**src/rtl/twj_pkg.sv**
```systemverilog
package twj_pkg;
  localparam int NQUART = 4;

  typedef enum logic [1:0] {
    SLOT_TMS = 2'd0,
    SLOT_TDI = 2'd1,
    SLOT_TDO = 2'd2
  } slot_e;

  typedef struct packed {
    logic tms;
    logic tdi;
    logic tck_pre;
    logic tck_post;
    logic rti;
    logic capture;
  } cyc_cmd_t;
endpackage

```
**src/rtl/twj_rst_sync.sv**
```systemverilog
module twj_rst_sync #(
  parameter int STAGES = 2
) (
  input  logic clk,
  input  logic rst_n,
  output logic rst_sync_n
);
  logic [STAGES-1:0] chain_q;

  always_ff @(posedge clk or negedge rst_n) begin
    if (!rst_n) chain_q <= '0;
    else        chain_q <= {chain_q[STAGES-2:0], 1'b1};
  end

  assign rst_sync_n = chain_q[STAGES-1];
endmodule

```
**src/rtl/twj_phase.sv**
```systemverilog
module twj_phase
  import twj_pkg::*;
#(
  parameter int QW = 4
) (
  input  logic          clk,
  input  logic          rst_n,
  input  logic          start,
  input  logic [QW-1:0] qlen,
  output logic          busy,
  output slot_e         slot,
  output logic [1:0]    quarter,
  output logic          qend
);
  logic          busy_q, busy_d;
  slot_e         slot_q, slot_d;
  logic [1:0]    quart_q, quart_d;
  logic [QW-1:0] cnt_q, cnt_d;
  logic [QW-1:0] qmax_q, qmax_d;
  logic          at_qend;

  assign at_qend = busy_q && (cnt_q == qmax_q);

  always_comb begin
    busy_d  = busy_q;
    slot_d  = slot_q;
    quart_d = quart_q;
    cnt_d   = cnt_q;
    qmax_d  = qmax_q;
    if (start) begin
      busy_d  = 1'b1;
      slot_d  = SLOT_TMS;
      quart_d = 2'd0;
      cnt_d   = '0;
      qmax_d  = (qlen == '0) ? '0 : qlen - 1'b1;
    end else if (busy_q) begin
      if (at_qend) begin
        cnt_d   = '0;
        quart_d = quart_q + 2'd1;
        if (quart_q == 2'(NQUART - 1)) begin
          if (slot_q == SLOT_TDO) busy_d = 1'b0;
          else                    slot_d = slot_e'(slot_q + 2'd1);
        end
      end else begin
        cnt_d = cnt_q + 1'b1;
      end
    end
  end

  always_ff @(posedge clk or negedge rst_n) begin
    if (!rst_n) begin
      busy_q  <= 1'b0;
      slot_q  <= SLOT_TMS;
      quart_q <= 2'd0;
      cnt_q   <= '0;
      qmax_q  <= '0;
    end else begin
      busy_q  <= busy_d;
      slot_q  <= slot_d;
      quart_q <= quart_d;
      cnt_q   <= cnt_d;
      qmax_q  <= qmax_d;
    end
  end

  assign busy    = busy_q;
  assign slot    = slot_q;
  assign quarter = quart_q;
  assign qend    = at_qend;

  // slots advance strictly TMS -> TDI -> TDO within one command
  a_r1_slot_order: assert property (@(posedge clk) disable iff (!rst_n)
    busy_q && $past(busy_q) && (slot_q != $past(slot_q))
      |-> (2'(slot_q) == 2'($past(slot_q)) + 2'd1));

  // the quarter counter never passes the latched length
  a_r1_cnt_bound: assert property (@(posedge clk) disable iff (!rst_n)
    busy_q |-> (cnt_q <= qmax_q));
endmodule

```
**src/rtl/twj_line.sv**
```systemverilog
module twj_line
  import twj_pkg::*;
(
  input  logic       busy,
  input  slot_e      slot,
  input  logic [1:0] quarter,
  input  logic       tms,
  input  logic       tdi,
  input  logic       tck_pre,
  input  logic       tck_post,
  input  logic       rti,
  output logic       wire_clk,
  output logic       wire_do,
  output logic       wire_oe
);
  always_comb begin
    wire_clk = 1'b1;
    wire_do  = 1'b0;
    wire_oe  = 1'b0;
    if (busy) begin
      wire_clk = quarter[1];
      case (slot)
        SLOT_TMS: begin
          wire_oe = 1'b1;
          wire_do = (rti && quarter != 2'd0) ? tck_pre : tms;
        end
        SLOT_TDI: begin
          wire_oe = 1'b1;
          if (rti) wire_do = (quarter == 2'd3) ? tck_post : tck_pre;
          else     wire_do = tdi;
        end
        default: begin
          wire_oe = 1'b0;
          wire_do = 1'b0;
        end
      endcase
    end
  end
endmodule

```
**src/rtl/twj_capture.sv**
```systemverilog
module twj_capture (
  input  logic clk,
  input  logic rst_n,
  input  logic sample,
  input  logic want,
  input  logic din,
  input  logic rsp_ready,
  output logic rsp_valid,
  output logic rsp_tdo
);
  logic vld_q, vld_d;
  logic bit_q, bit_d;

  always_comb begin
    vld_d = vld_q;
    bit_d = bit_q;
    if (sample && want) begin
      vld_d = 1'b1;
      bit_d = din;
    end else if (rsp_ready) begin
      vld_d = 1'b0;
    end
  end

  always_ff @(posedge clk or negedge rst_n) begin
    if (!rst_n) begin
      vld_q <= 1'b0;
      bit_q <= 1'b0;
    end else begin
      vld_q <= vld_d;
      bit_q <= bit_d;
    end
  end

  assign rsp_valid = vld_q;
  assign rsp_tdo   = bit_q;

  // a pending response holds its bit until it is taken
  a_r7_rsp_hold: assert property (@(posedge clk) disable iff (!rst_n)
    vld_q && !rsp_ready && !sample |=> vld_q && $stable(bit_q));
endmodule

```
**src/rtl/twj_serializer.sv**
```systemverilog
module twj_serializer
  import twj_pkg::*;
#(
  parameter int QW = 4
) (
  input  logic          clk,
  input  logic          rst_n,
  input  logic [QW-1:0] qlen,
  input  logic          cmd_valid,
  output logic          cmd_ready,
  input  logic          cmd_sb_only,
  input  logic          cmd_tms,
  input  logic          cmd_tdi,
  input  logic          cmd_tck_pre,
  input  logic          cmd_tck_post,
  input  logic          cmd_rti,
  input  logic          cmd_capture,
  input  logic          cmd_sb_test,
  input  logic          cmd_sb_rst,
  output logic          rsp_valid,
  input  logic          rsp_ready,
  output logic          rsp_tdo,
  output logic          wire_clk,
  output logic          wire_do,
  output logic          wire_oe,
  input  logic          wire_di,
  output logic          sb_test,
  output logic          sb_rst
);
  logic       rstn_i;
  logic       accept, start, sb_load;
  logic       busy, qend, sample;
  slot_e      slot;
  logic [1:0] quarter;
  cyc_cmd_t   cmd_q, cmd_d;
  logic [1:0] side_q, side_d;

  twj_rst_sync #(.STAGES(2)) u_rst (
    .clk(clk), .rst_n(rst_n), .rst_sync_n(rstn_i)
  );

  assign cmd_ready = !busy && !rsp_valid;
  assign accept    = cmd_valid && cmd_ready;
  assign start     = accept && !cmd_sb_only;
  assign sb_load   = accept && cmd_sb_only;

  always_comb begin
    cmd_d  = cmd_q;
    side_d = side_q;
    if (start) begin
      cmd_d.tms      = cmd_tms;
      cmd_d.tdi      = cmd_tdi;
      cmd_d.tck_pre  = cmd_tck_pre;
      cmd_d.tck_post = cmd_tck_post;
      cmd_d.rti      = cmd_rti;
      cmd_d.capture  = cmd_capture;
    end
    if (sb_load) side_d = {cmd_sb_test, cmd_sb_rst};
  end

  always_ff @(posedge clk or negedge rstn_i) begin
    if (!rstn_i) begin
      cmd_q  <= '0;
      side_q <= 2'b00;
    end else begin
      cmd_q  <= cmd_d;
      side_q <= side_d;
    end
  end

  assign sb_test = side_q[1];
  assign sb_rst  = side_q[0];

  twj_phase #(.QW(QW)) u_phase (
    .clk(clk), .rst_n(rstn_i), .start(start), .qlen(qlen),
    .busy(busy), .slot(slot), .quarter(quarter), .qend(qend)
  );

  twj_line u_line (
    .busy(busy), .slot(slot), .quarter(quarter),
    .tms(cmd_q.tms), .tdi(cmd_q.tdi),
    .tck_pre(cmd_q.tck_pre), .tck_post(cmd_q.tck_post), .rti(cmd_q.rti),
    .wire_clk(wire_clk), .wire_do(wire_do), .wire_oe(wire_oe)
  );

  assign sample = busy && (slot == SLOT_TDO) && (quarter == 2'd2) && qend;

  twj_capture u_cap (
    .clk(clk), .rst_n(rstn_i), .sample(sample), .want(cmd_q.capture),
    .din(wire_di), .rsp_ready(rsp_ready),
    .rsp_valid(rsp_valid), .rsp_tdo(rsp_tdo)
  );

  // no command is taken while slots are being played out
  a_r1_ready_blocked: assert property (@(posedge clk) disable iff (!rstn_i)
    busy |-> !cmd_ready);

  // the serial clock rests high between commands
  a_r2_clk_rest: assert property (@(posedge clk) disable iff (!rstn_i)
    !busy |-> wire_clk);

  // equal before/after levels give a flat data wire through the TDI slot
  a_r5_no_spurious_edge: assert property (@(posedge clk) disable iff (!rstn_i)
    busy && $past(busy) && (slot == SLOT_TDI) && ($past(slot) == SLOT_TDI)
      && cmd_q.rti && (cmd_q.tck_pre == cmd_q.tck_post)
      |-> $stable(wire_do));

  // the wire is released for the target's reply
  a_r6_release: assert property (@(posedge clk) disable iff (!rstn_i)
    busy && (slot == SLOT_TDO) |-> !wire_oe);

  // sideband pins move only after a sideband command
  a_r8_side_hold: assert property (@(posedge clk) disable iff (!rstn_i)
    !sb_load |=> $stable({sb_test, sb_rst}));
endmodule

```
**config.mk**
```make
export PLATFORM = sky130hd
export DESIGN_NAME = twj_serializer
export DESIGN_NICKNAME = d
export VERILOG_FILES = /design/src/rtl/twj_pkg.sv /design/src/rtl/twj_rst_sync.sv /design/src/rtl/twj_phase.sv /design/src/rtl/twj_line.sv /design/src/rtl/twj_capture.sv /design/src/rtl/twj_serializer.sv
export SDC_FILE = /design/constraint.sdc
export NUM_CORES = 1
export LEC_CHECK = 0
export BUFFER_PORTS_ARGS = -buffer_cell sky130_fd_sc_hd__buf_2
export CAP_MARGIN = 20
export CORE_MARGIN = 1.5
export CORE_UTILIZATION = 39
export DETAILED_ROUTE_END_ITERATION = 10
export MAX_ROUTING_LAYER = met4
export SKIP_CTS_REPAIR_TIMING = 1
export SYNTH_ARGS = -nofsm -noshare
export SYNTH_HDL_FRONTEND = slang
export SYNTH_SLANG_ARGS = --single-unit
```
**constraint.sdc**
```tcl
create_clock -name clk -period 1.85 [get_ports clk]
set_input_delay 0.185 -clock clk [delete_from_list [all_inputs] [get_ports clk]]
set_output_delay 0.185 -clock clk [all_outputs]
set_load 0.1 [all_outputs]
```
==> impl_metrics.yaml, run 1 <==
placement:
  numPortBuffers: 25
  place_congestion: 0.760
  dp.cells: 200
  pre_cts_slack_ns: 0.00965
  dpl.hpwl_um: 2000
setup_path:
  crit_required_ns: 1.66
  worstSetupStartpointType: "register"
  crit_path_end: "wire_do"
  path_cells: "inv_2, ha_4, nand2b_4, mux2_4, a22oi_2, nor2b_4, buf_12"
  slowest_stage: "dfrtp_1"
  ff2ff_path_depth: 3
  endpoint_kind: "output pin"
  r2r_slack_ns: 0.21
  arrival_ns: 1.88
  cp_num_buf_inv: 2
  path_max_fanout: 4
  critPathMaxStageDelay_ns: 0.45
  cp.depth: 7
  critPathTopFamily: "flip-flops"
  crit_start: "u_phase.quarter[0]"
  crit_type: "reg2out"
  reg2reg_from: "u_phase.cnt_q[0]"
  timing.rr.end: "u_cap.rsp_tdo"
yosys:
  ys_warn_count: 0
  synth-async-reset-ratio_pct: 100
  synth_seq_cells: 25
  syn_area_per_cell_sq_um: 10.2
  postSynthCellCount: 128
  synth_area_sq_mm: 0.00131
  synth_ff_type: "dfrtp_1"
  ys_types: 35
  syn-num-nets: 153
  ys_seq_area_share_pct: 47.8
  synth_edf_count: 0
outcome:
  status: "finished, violations left"
  violations: "negative setup slack"
timing:
  max_freq_mhz: 485
  layout_min_cycle_time_ns: 2.06
  relSlewSlack_pct: 64.9
  max_slew.worst_pin.slew_ns: 0.525
  hold_violations: 0
  worst_slack_ns: -0.210
  worst_hold_slack_ns: 0.0285
  min_period_over_period_pct: 111
  rsz0062_at_grt: "true"
  fin_tns_setup_ns: -0.210
  finalSetupViolations: 1
  drv_slew: 0
  finClkSkew_ns: 0.0138
finish:
  antennaDiodeCount: 0
  area_growth_syn_to_layout_pct: 25.2
  stdcell_count: 207
  most-common-layout-cells: "28 x nand2_1, 24 x dfrtp_1, 23 x buf_2"
  drive_gt1_share_pct: 34.4
  layout.nets: 189
  final_common_cell: "nand2_1"
global_routing:
  grt_pass1_vias: 924
  grt_antenna_before_repair: 0
  gr-total-overflow: 0
  grt_max_degree: 24
  grt_usage_pct: 16.4
  grt_pass1_wl_um: 4210
detailed_routing:
  wl_per_cell_um: 13.0
  viasPerCell: 4.95
  drtPass1Iterations: 4
  wirelength_um: 2700
  ant_nets: 0
  drtIter0Drc: 19
  drc: 0
  vias: 1024
clock_tree:
  cts_buffers: 3
  h-tree-depth: 1
  cts.path.max_buffers: 2
  clk_pin_slew_ns: 0.15
  clkSinkCount: 25
  cts_tree: "built"
  clk_latency_ns: 0.33
  root_buffer: "clkbuf_4"
hold_path:
  hold_class: "in2reg"
  hold_depth: 3
floorplanning:
  die_h_um: 61.0
  rows: 20
  initial_core_util_pct: 41.9
  die_width_um: 61.0
  io_pins: 26
  die_area_sq_mm: 0.00372
  core_sq_mm: 0.00313
power_and_ir_drop:
  leakage_nw: 0.790
  intPower_mw: 1.31
  p_per_area_mw_per_mm2: 1570
  share_comb_of_total_power_pct: 56.2
  pwr-share-seq_pct: 33.9
  swShare_pct: 49.4
  switchingPower_mw: 1.27
  irDropWorstVdd_v: 0.000610
  clkPwrFrac_pct: 9.9
job:
  cap_viol_max_count: 0
[routing by layer]
metal	track usage, %	wire (um)
met4	7.45	46
met3	2.99	91
met2	26.3	1240
met5	-	0
met1	20.1	1320
[worst min-delay path, stage by stage]
cell     delay [ns]
buf_2          0.07
nand2_1        0.04
nand2_1        0.04
[cells by family after synthesis]
kind of cell	synth area share [%]
AND/OR/NAND/NOR	23.1
flip-flops	47.8
AO/OA/AOI/OAI	10.2
buffers and inverters	2.96
multiplexers	7.64
adder cells (fa/ha/maj)	6.69
XOR/XNOR	1.34
other	0.286
[layout make-up]
type | count | area, sq um
Clock buffer | 3 | 22.5
Inverter | 7 | 26.3
Multi-Input combinational cell | 93 | 689
Fill cell | 308 | 1490
Tap cell | 44 | 55.1
Sequential cell | 25 | 629
Clock inverter | 1 | 5.00
Timing Repair Buffer | 34 | 213
[worst min path at each step]
stage / end / from
final: cmd_q[5] / cmd_tms
after global routing: cmd_q[2] / cmd_tck_post
after CTS: u_rst.chain_q[0] / rst_n
after detailed placement: u_rst.chain_q[0] / rst_n
after global placement: u_rst.chain_q[1] / rst_n
after floorplan: u_rst.chain_q[0] / rst_n
[flip-flops by register name (all words and copies together) (netlist names)]
| register | count |
|---|---|
| u_phase.quarter | 2 |
| cmd_q | 6 |
| u_cap.rsp_valid | 1 |
| u_cap.rsp_tdo | 1 |
| u_rst.chain_q | 2 |
| u_phase.busy | 1 |
| u_phase.cnt_q | 4 |
| u_phase.qmax_q | 4 |
| u_phase.slot | 2 |
| side_q | 2 |
[power groups by stage]
stage	registers, mW	clock network (mW)	logic (mW)
floorplan	1.01	0	0.925
global placement	0.868	0	1.28
detailed placement	0.881	0	1.32
CTS	0.869	0.263	1.32
global route	0.904	0.289	1.57
finish	0.876	0.256	1.45
[metrics by stage]
step / total power [mW] / area (sq um) / utilization (%)
2_1_floorplan: 1.94 / 1330 / -
3_3_place_gp: 2.15 / 1540 / 49.3
3_5_place_dp: 2.20 / 1540 / 49.3
4_1_cts: 2.45 / 1570 / 50.2
5_1_grt: 2.76 / 1640 / 52.4
6_report: 2.58 / 1640 / 52.4
[synth_stat cells, drive strengths merged (4+ instances only)]
cell type | instances | share of area, %
o21ai | 6 | 2.3
nor2 | 6 | 1.7
inv | 7 | 2.0
nand2 | 28 | 8.0
dfrtp | 25 | 48
ha | 7 | 6.7
nand2b | 5 | 2.4
mux2 | 5 | 4.6
mux2i | 4 | 3.1
nor3 | 5 | 2.8
(Power assumes the default switching activity.)
==> run 2: changes to the inputs <==
Settings changed: REMOVE_ABC_BUFFERS set to 1.
==> run 2 against run 1 <==
The run still ends with negative setup slack left. Highest routed layer unchanged. Combinational power shrank 6%. First-iteration DRC count up 21%. Clock skew down 0.0094 ns. Die area did not move. Critical path depth unchanged.
==> impl_metrics.yaml, run 2 (synthesis results as in run 1) <==
placement:
  dp.cells: 201
  numPortBuffers: 25
  dpl.hpwl_um: 2030
  pre_cts_slack_ns: 0.210
  place_congestion: 0.810
setup_path:
  slowest_stage: "dfrtp_1"
  r2r_slack_ns: 0.22
  path_cells: "inv_2, ha_1, nand2b_1, mux2_2, a22oi_2, nor2b_2, clkbuf_16"
  timing.rr.end: "u_phase.slot[0]"
  endpoint_kind: "output pin"
  reg2reg_from: "u_phase.cnt_q[0]"
  crit_type: "reg2out"
  path_max_fanout: 3
  worstSetupStartpointType: "register"
  critPathTopFamily: "flip-flops"
  ff2ff_path_depth: 3
  crit_required_ns: 1.66
  cp_num_buf_inv: 2
  arrival_ns: 1.79
  critPathMaxStageDelay_ns: 0.44
floorplanning:
  die_width_um: 61.0
  io_pins: 26
  core_sq_mm: 0.00313
  rows: 20
  die_area_sq_mm: 0.00372
  initial_core_util_pct: 41.9
  die_h_um: 61.0
detailed_routing:
  viasPerCell: 4.92
  wl_met2_um: 1260
  ant_nets: 0
  drtIter0Drc: 23
  routed.top_layer: "met4"
  m1WireLength_um: 1160
  wirelength_um: 2570
  drtPass1Iterations: 4
  wl_per_cell_um: 12.4
  drc: 0
  route.met3.wl_um: 139
  vias: 1018
timing:
  max_freq_mhz: 507
  min_period_over_period_pct: 107
  drv_slew: 0
  relSlewSlack_pct: 65.1
  worst_slack_ns: -0.123
  finClkSkew_ns: 0.00439
  finalSetupViolations: 1
  fin_tns_setup_ns: -0.123
  layout_min_cycle_time_ns: 1.97
  max_slew.worst_pin.slew_ns: 0.522
  rsz0062_at_grt: "true"
  hold_violations: 0
clock_tree:
  clk_latency_ns: 0.32
  cts_buffers: 3
  cts.path.max_buffers: 2
  h-tree-depth: 1
  clk_pin_slew_ns: 0.14
  cts_tree: "built"
  root_buffer: "clkbuf_4"
  clkSinkCount: 25
finish:
  most-common-layout-cells: "28 x nand2_1, 25 x dfrtp_1, 23 x buf_2"
  area_growth_syn_to_layout_pct: 23.9
  final_common_cell: "nand2_1"
  reg_top3: "cmd_q (6), u_phase.cnt_q (4), u_phase.qmax_q (4)"
  antennaDiodeCount: 0
  drive_gt1_share_pct: 32.5
  stdcell_count: 207
  fin_util_pct: 51.9
  layout.nets: 189
  largest_reg_flops: 6
  top_register: "cmd_q"
global_routing:
  grt_max_degree: 20
  gr-total-overflow: 0
  grt_antenna_before_repair: 0
  grt_pass1_vias: 1018
  grt_usage_pct: 16.3
  grt_pass1_wl_um: 4330
power_and_ir_drop:
  switchingPower_mw: 1.22
  share_comb_of_total_power_pct: 54.9
  leakage_nw: 0.775
  pwr-share-seq_pct: 35.2
  finalPower_mw: 2.49
  clkPwrFrac_pct: 9.8
  intPower_mw: 1.27
  irDropWorstVdd_v: 0.000539
  p_per_area_mw_per_mm2: 1530
  swShare_pct: 49.1
hold_path:
  hold_class: "in2reg"
  hold-path-endpoint: "cmd_q[3]"
  hp-start: "cmd_tck_pre"
  hold_depth: 3
outcome:
  violations: "negative setup slack"
  status: "finished, violations left"
job:
  cap_viol_max_count: 0
==> run 2: worst max path at each step <==
stage                  startpoint  cells after the start           endpoint  slack [ns]
2_1_floorplan     u_cap.rsp_valid                      4  u_phase.qmax_q[0]       -1.68
3_3_place_gp     u_phase.cnt_q[3]                      3      u_cap.rsp_tdo        0.25
3_5_place_dp   u_phase.quarter[1]                      7            wire_do        0.21
4_1_cts        u_phase.quarter[1]                      7            wire_do       -0.17
5_1_grt        u_phase.quarter[1]                      7            wire_do       -0.21
6_report       u_phase.quarter[1]                      7            wire_do       -0.12
==> run 2: power groups by stage <==
stage	combinational [mW]	sequential [mW]	clock, mW
4_1_cts	1.33	0.874	0.261
3_5_place_dp	1.33	0.887	0
6_report	1.37	0.877	0.245
3_3_place_gp	1.31	0.874	0
5_1_grt	1.48	0.901	0.287
2_1_floorplan	0.893	1.02	0
==> run 2: worst register-to-register path, delay by kind of cell, from the launching register on <==
family / cells / cell delay, ns
AND/OR/NAND/NOR: 1 / 0.40
flip-flops: 1 / 0.45
multiplexers: 1 / 0.24
AO/OA/AOI/OAI: 1 / 0.47
==> run 2: metrics by stage <==
step	hold WS [ns]	cell area, sq um
after floorplan	-0.111	1300
after global placement	-0.0312	1560
after detailed placement	-0.0293	1560
after CTS	-0.404	1590
after global routing	0.0244	1620
final	0.0443	1620
==> run 2: layout make-up <==
type                            instances  area, sq um
Clock buffer                            3         22.5
Clock inverter                          1         7.51
Fill cell                             324         1510
Inverter                                7         26.3
Multi-Input combinational cell         93          656
Sequential cell                        25          626
Tap cell                               44         55.1
Timing Repair Buffer                   34          230
==> run 2: layer usage <==
layer	vias to the layer above	GRT usage, %
met2	29	28.0
li1	505	-
met5	-	-
met1	482	18.9
met4	0	3.11
met3	2	5.12
==> run 3: changes to the inputs <==
Settings changed: HOLD_SLACK_MARGIN set to 0.08.
==> run 3 against run 2 <==
The run still ends with negative setup slack left. Total power is 0.61% higher. Sequential share of layout area fell by 1.6 points. Final cell count grew 3.4%. Global-route usage unchanged. Clock skew decreased by 0.0011 ns. Non-clock buffer count increased by 7. Worst setup slack improved by 0.0030 ns. Clock power hardly changed. Register-to-register slack is essentially flat. Maximum frequency is 0.15% higher. Critical endpoint unchanged. Largest cell class unchanged. Largest power group unchanged.
==> impl_metrics.yaml, run 3 (synthesis results as in run 1) <==
placement:
  place_congestion: 0.810
  dpl.hpwl_um: 2030
  place_area_sq_mm: 0.00156
  pre_cts_slack_ns: 0.210
  numPortBuffers: 25
detailed_routing:
  wirelength_um: 2640
  wl_per_cell_um: 12.3
  drtPass1Iterations: 4
  drtIter0Drc: 22
  drc: 0
  vias: 1040
  ant_nets: 0
  viasPerCell: 4.86
finish:
  final_common_cell: "nand2_1"
  layout.nets: 196
  largest_reg_flops: 6
  reg_top3: "cmd_q (6), u_phase.cnt_q (4), u_phase.qmax_q (4)"
  top_register: "cmd_q"
  fillCellCount: 313
  fin_area_sq_mm: 0.00169
  area_growth_syn_to_layout_pct: 29.2
  drive_gt1_share_pct: 31.2
  antennaDiodeCount: 0
  most-common-layout-cells: "28 x nand2_1, 25 x dfrtp_1, 23 x buf_2"
outcome:
  status: "finished, violations left"
  violations: "negative setup slack"
global_routing:
  grt_max_degree: 20
  gr-total-overflow: 0
  grt_usage_pct: 16.3
  grt_pass1_wl_um: 4330
  grt_antenna_before_repair: 0
  grt_pass1_vias: 1018
timing:
  worst_slack_ns: -0.120
  drv_slew: 0
  layout_min_cycle_time_ns: 1.97
  max_slew.worst_pin.slew_ns: 0.523
  max_freq_mhz: 508
  hold_violations: 0
  finalSetupViolations: 1
  relSlewSlack_pct: 65.0
  min_period_over_period_pct: 106
  finClkSkew_ns: 0.00331
  rsz0062_at_grt: "true"
setup_path:
  worstSetupStartpointType: "register"
  critPathMaxStageDelay_ns: 0.44
  crit_required_ns: 1.66
  endpoint_kind: "output pin"
  path_cells: "inv_2, ha_1, nand2b_1, mux2_2, a22oi_2, nor2b_2, clkbuf_16"
  arrival_ns: 1.78
  crit_type: "reg2out"
  cp_num_buf_inv: 2
  critPathTopFamily: "flip-flops"
  crit_start: "u_phase.quarter[1]"
  slowest_stage: "dfrtp_1"
  reg2reg_from: "u_phase.cnt_q[0]"
  path_max_fanout: 3
floorplanning:
  die_width_um: 61.0
  core_sq_mm: 0.00313
  die_area_sq_mm: 0.00372
  initial_core_util_pct: 41.9
  rows: 20
  io_pins: 26
  die_h_um: 61.0
clock_tree:
  cts_tree: "built"
  clk_latency_ns: 0.32
  root_buffer: "clkbuf_4"
  clkSinkCount: 25
  cts_buffers: 3
  clk_pin_slew_ns: 0.13
  cts.path.max_buffers: 2
  h-tree-depth: 1
hold_path:
  hold_class: "in2reg"
  hp-start: "cmd_capture"
job:
  cap_viol_max_count: 0
power_and_ir_drop:
  irDropWorstVdd_v: 0.000541
  switchingPower_mw: 1.23
  leakage_nw: 0.804
  clkPwrFrac_pct: 9.8
  swShare_pct: 49.1
  intPower_mw: 1.28
  share_comb_of_total_power_pct: 55.1
  pwr-share-seq_pct: 35.1
  p_per_area_mw_per_mm2: 1480
==> run 3: cell types whose count changed in the layout (fill, tap and decap cells not counted), sizes merged <==
cell / delta
dlygate4sd3: +7
==> run 3: layout make-up <==
cell class	instances	area [sq um]	area share, %
Clock buffer	3	22.5	1.33
Clock inverter	1	7.51	0.443
Inverter	7	26.3	1.55
Multi-Input combinational cell	93	656	38.7
Sequential cell	25	626	37.0
Tap cell	44	55.1	3.25
Timing Repair Buffer	41	300	17.7
==> run 3: path summary, 6_finish.rpt <==
check	end	slack, ns	depth (start not counted)
max reg2reg	u_phase.slot[0]	0.22	3
max	wire_do	-0.12	7
min	cmd_q[0]	0.07	3
max in group asynchronous	side_q[0]	1.27	1
min reg2reg	cmd_q[4]	0.08	0
min in group asynchronous	cmd_q[4]	0.08	0
==> run 3: stage by stage <==
step / util (%) / hold WS, ns / instances / total power, mW / setup TNS, ns
floorplan: - / -0.111 / 125 / 1.91 / -24.31
global placement: 49.8 / -0.0312 / 201 / 2.18 / 0
detailed placement: 49.8 / -0.0293 / 201 / 2.22 / 0
CTS: 50.8 / -0.404 / 205 / 2.47 / -0.166
global route: 54.1 / 0.0841 / 214 / 2.68 / -0.207
finish: 54.1 / 0.0671 / 214 / 2.50 / -0.120
==> run 3: layer usage <==
metal	vias to the layer above	track usage [%]	wire length, um
met3	2	5.12	135
met4	0	3.11	10
met5	-	-	0
met1	491	18.9	1210
met2	29	28.0	1280
li1	518	-	-
==> run 3: power by group through the flow <==
stage	Clock, mW	Sequential, mW	Combinational (mW)
2_1_floorplan	0	1.02	0.893
3_3_place_gp	0	0.874	1.31
3_5_place_dp	0	0.887	1.33
4_1_cts	0.261	0.874	1.33
5_1_grt	0.287	0.902	1.49
6_report	0.245	0.879	1.38
==> run 3: worst reg2reg max path, delay by kind of cell, from the launching register on <==
kind / cells / cell delay, ns
muxes: 1 / 0.24
DFF: 1 / 0.45
and+or+nand+nor: 1 / 0.40
AOI/OAI and AO/OA: 1 / 0.47
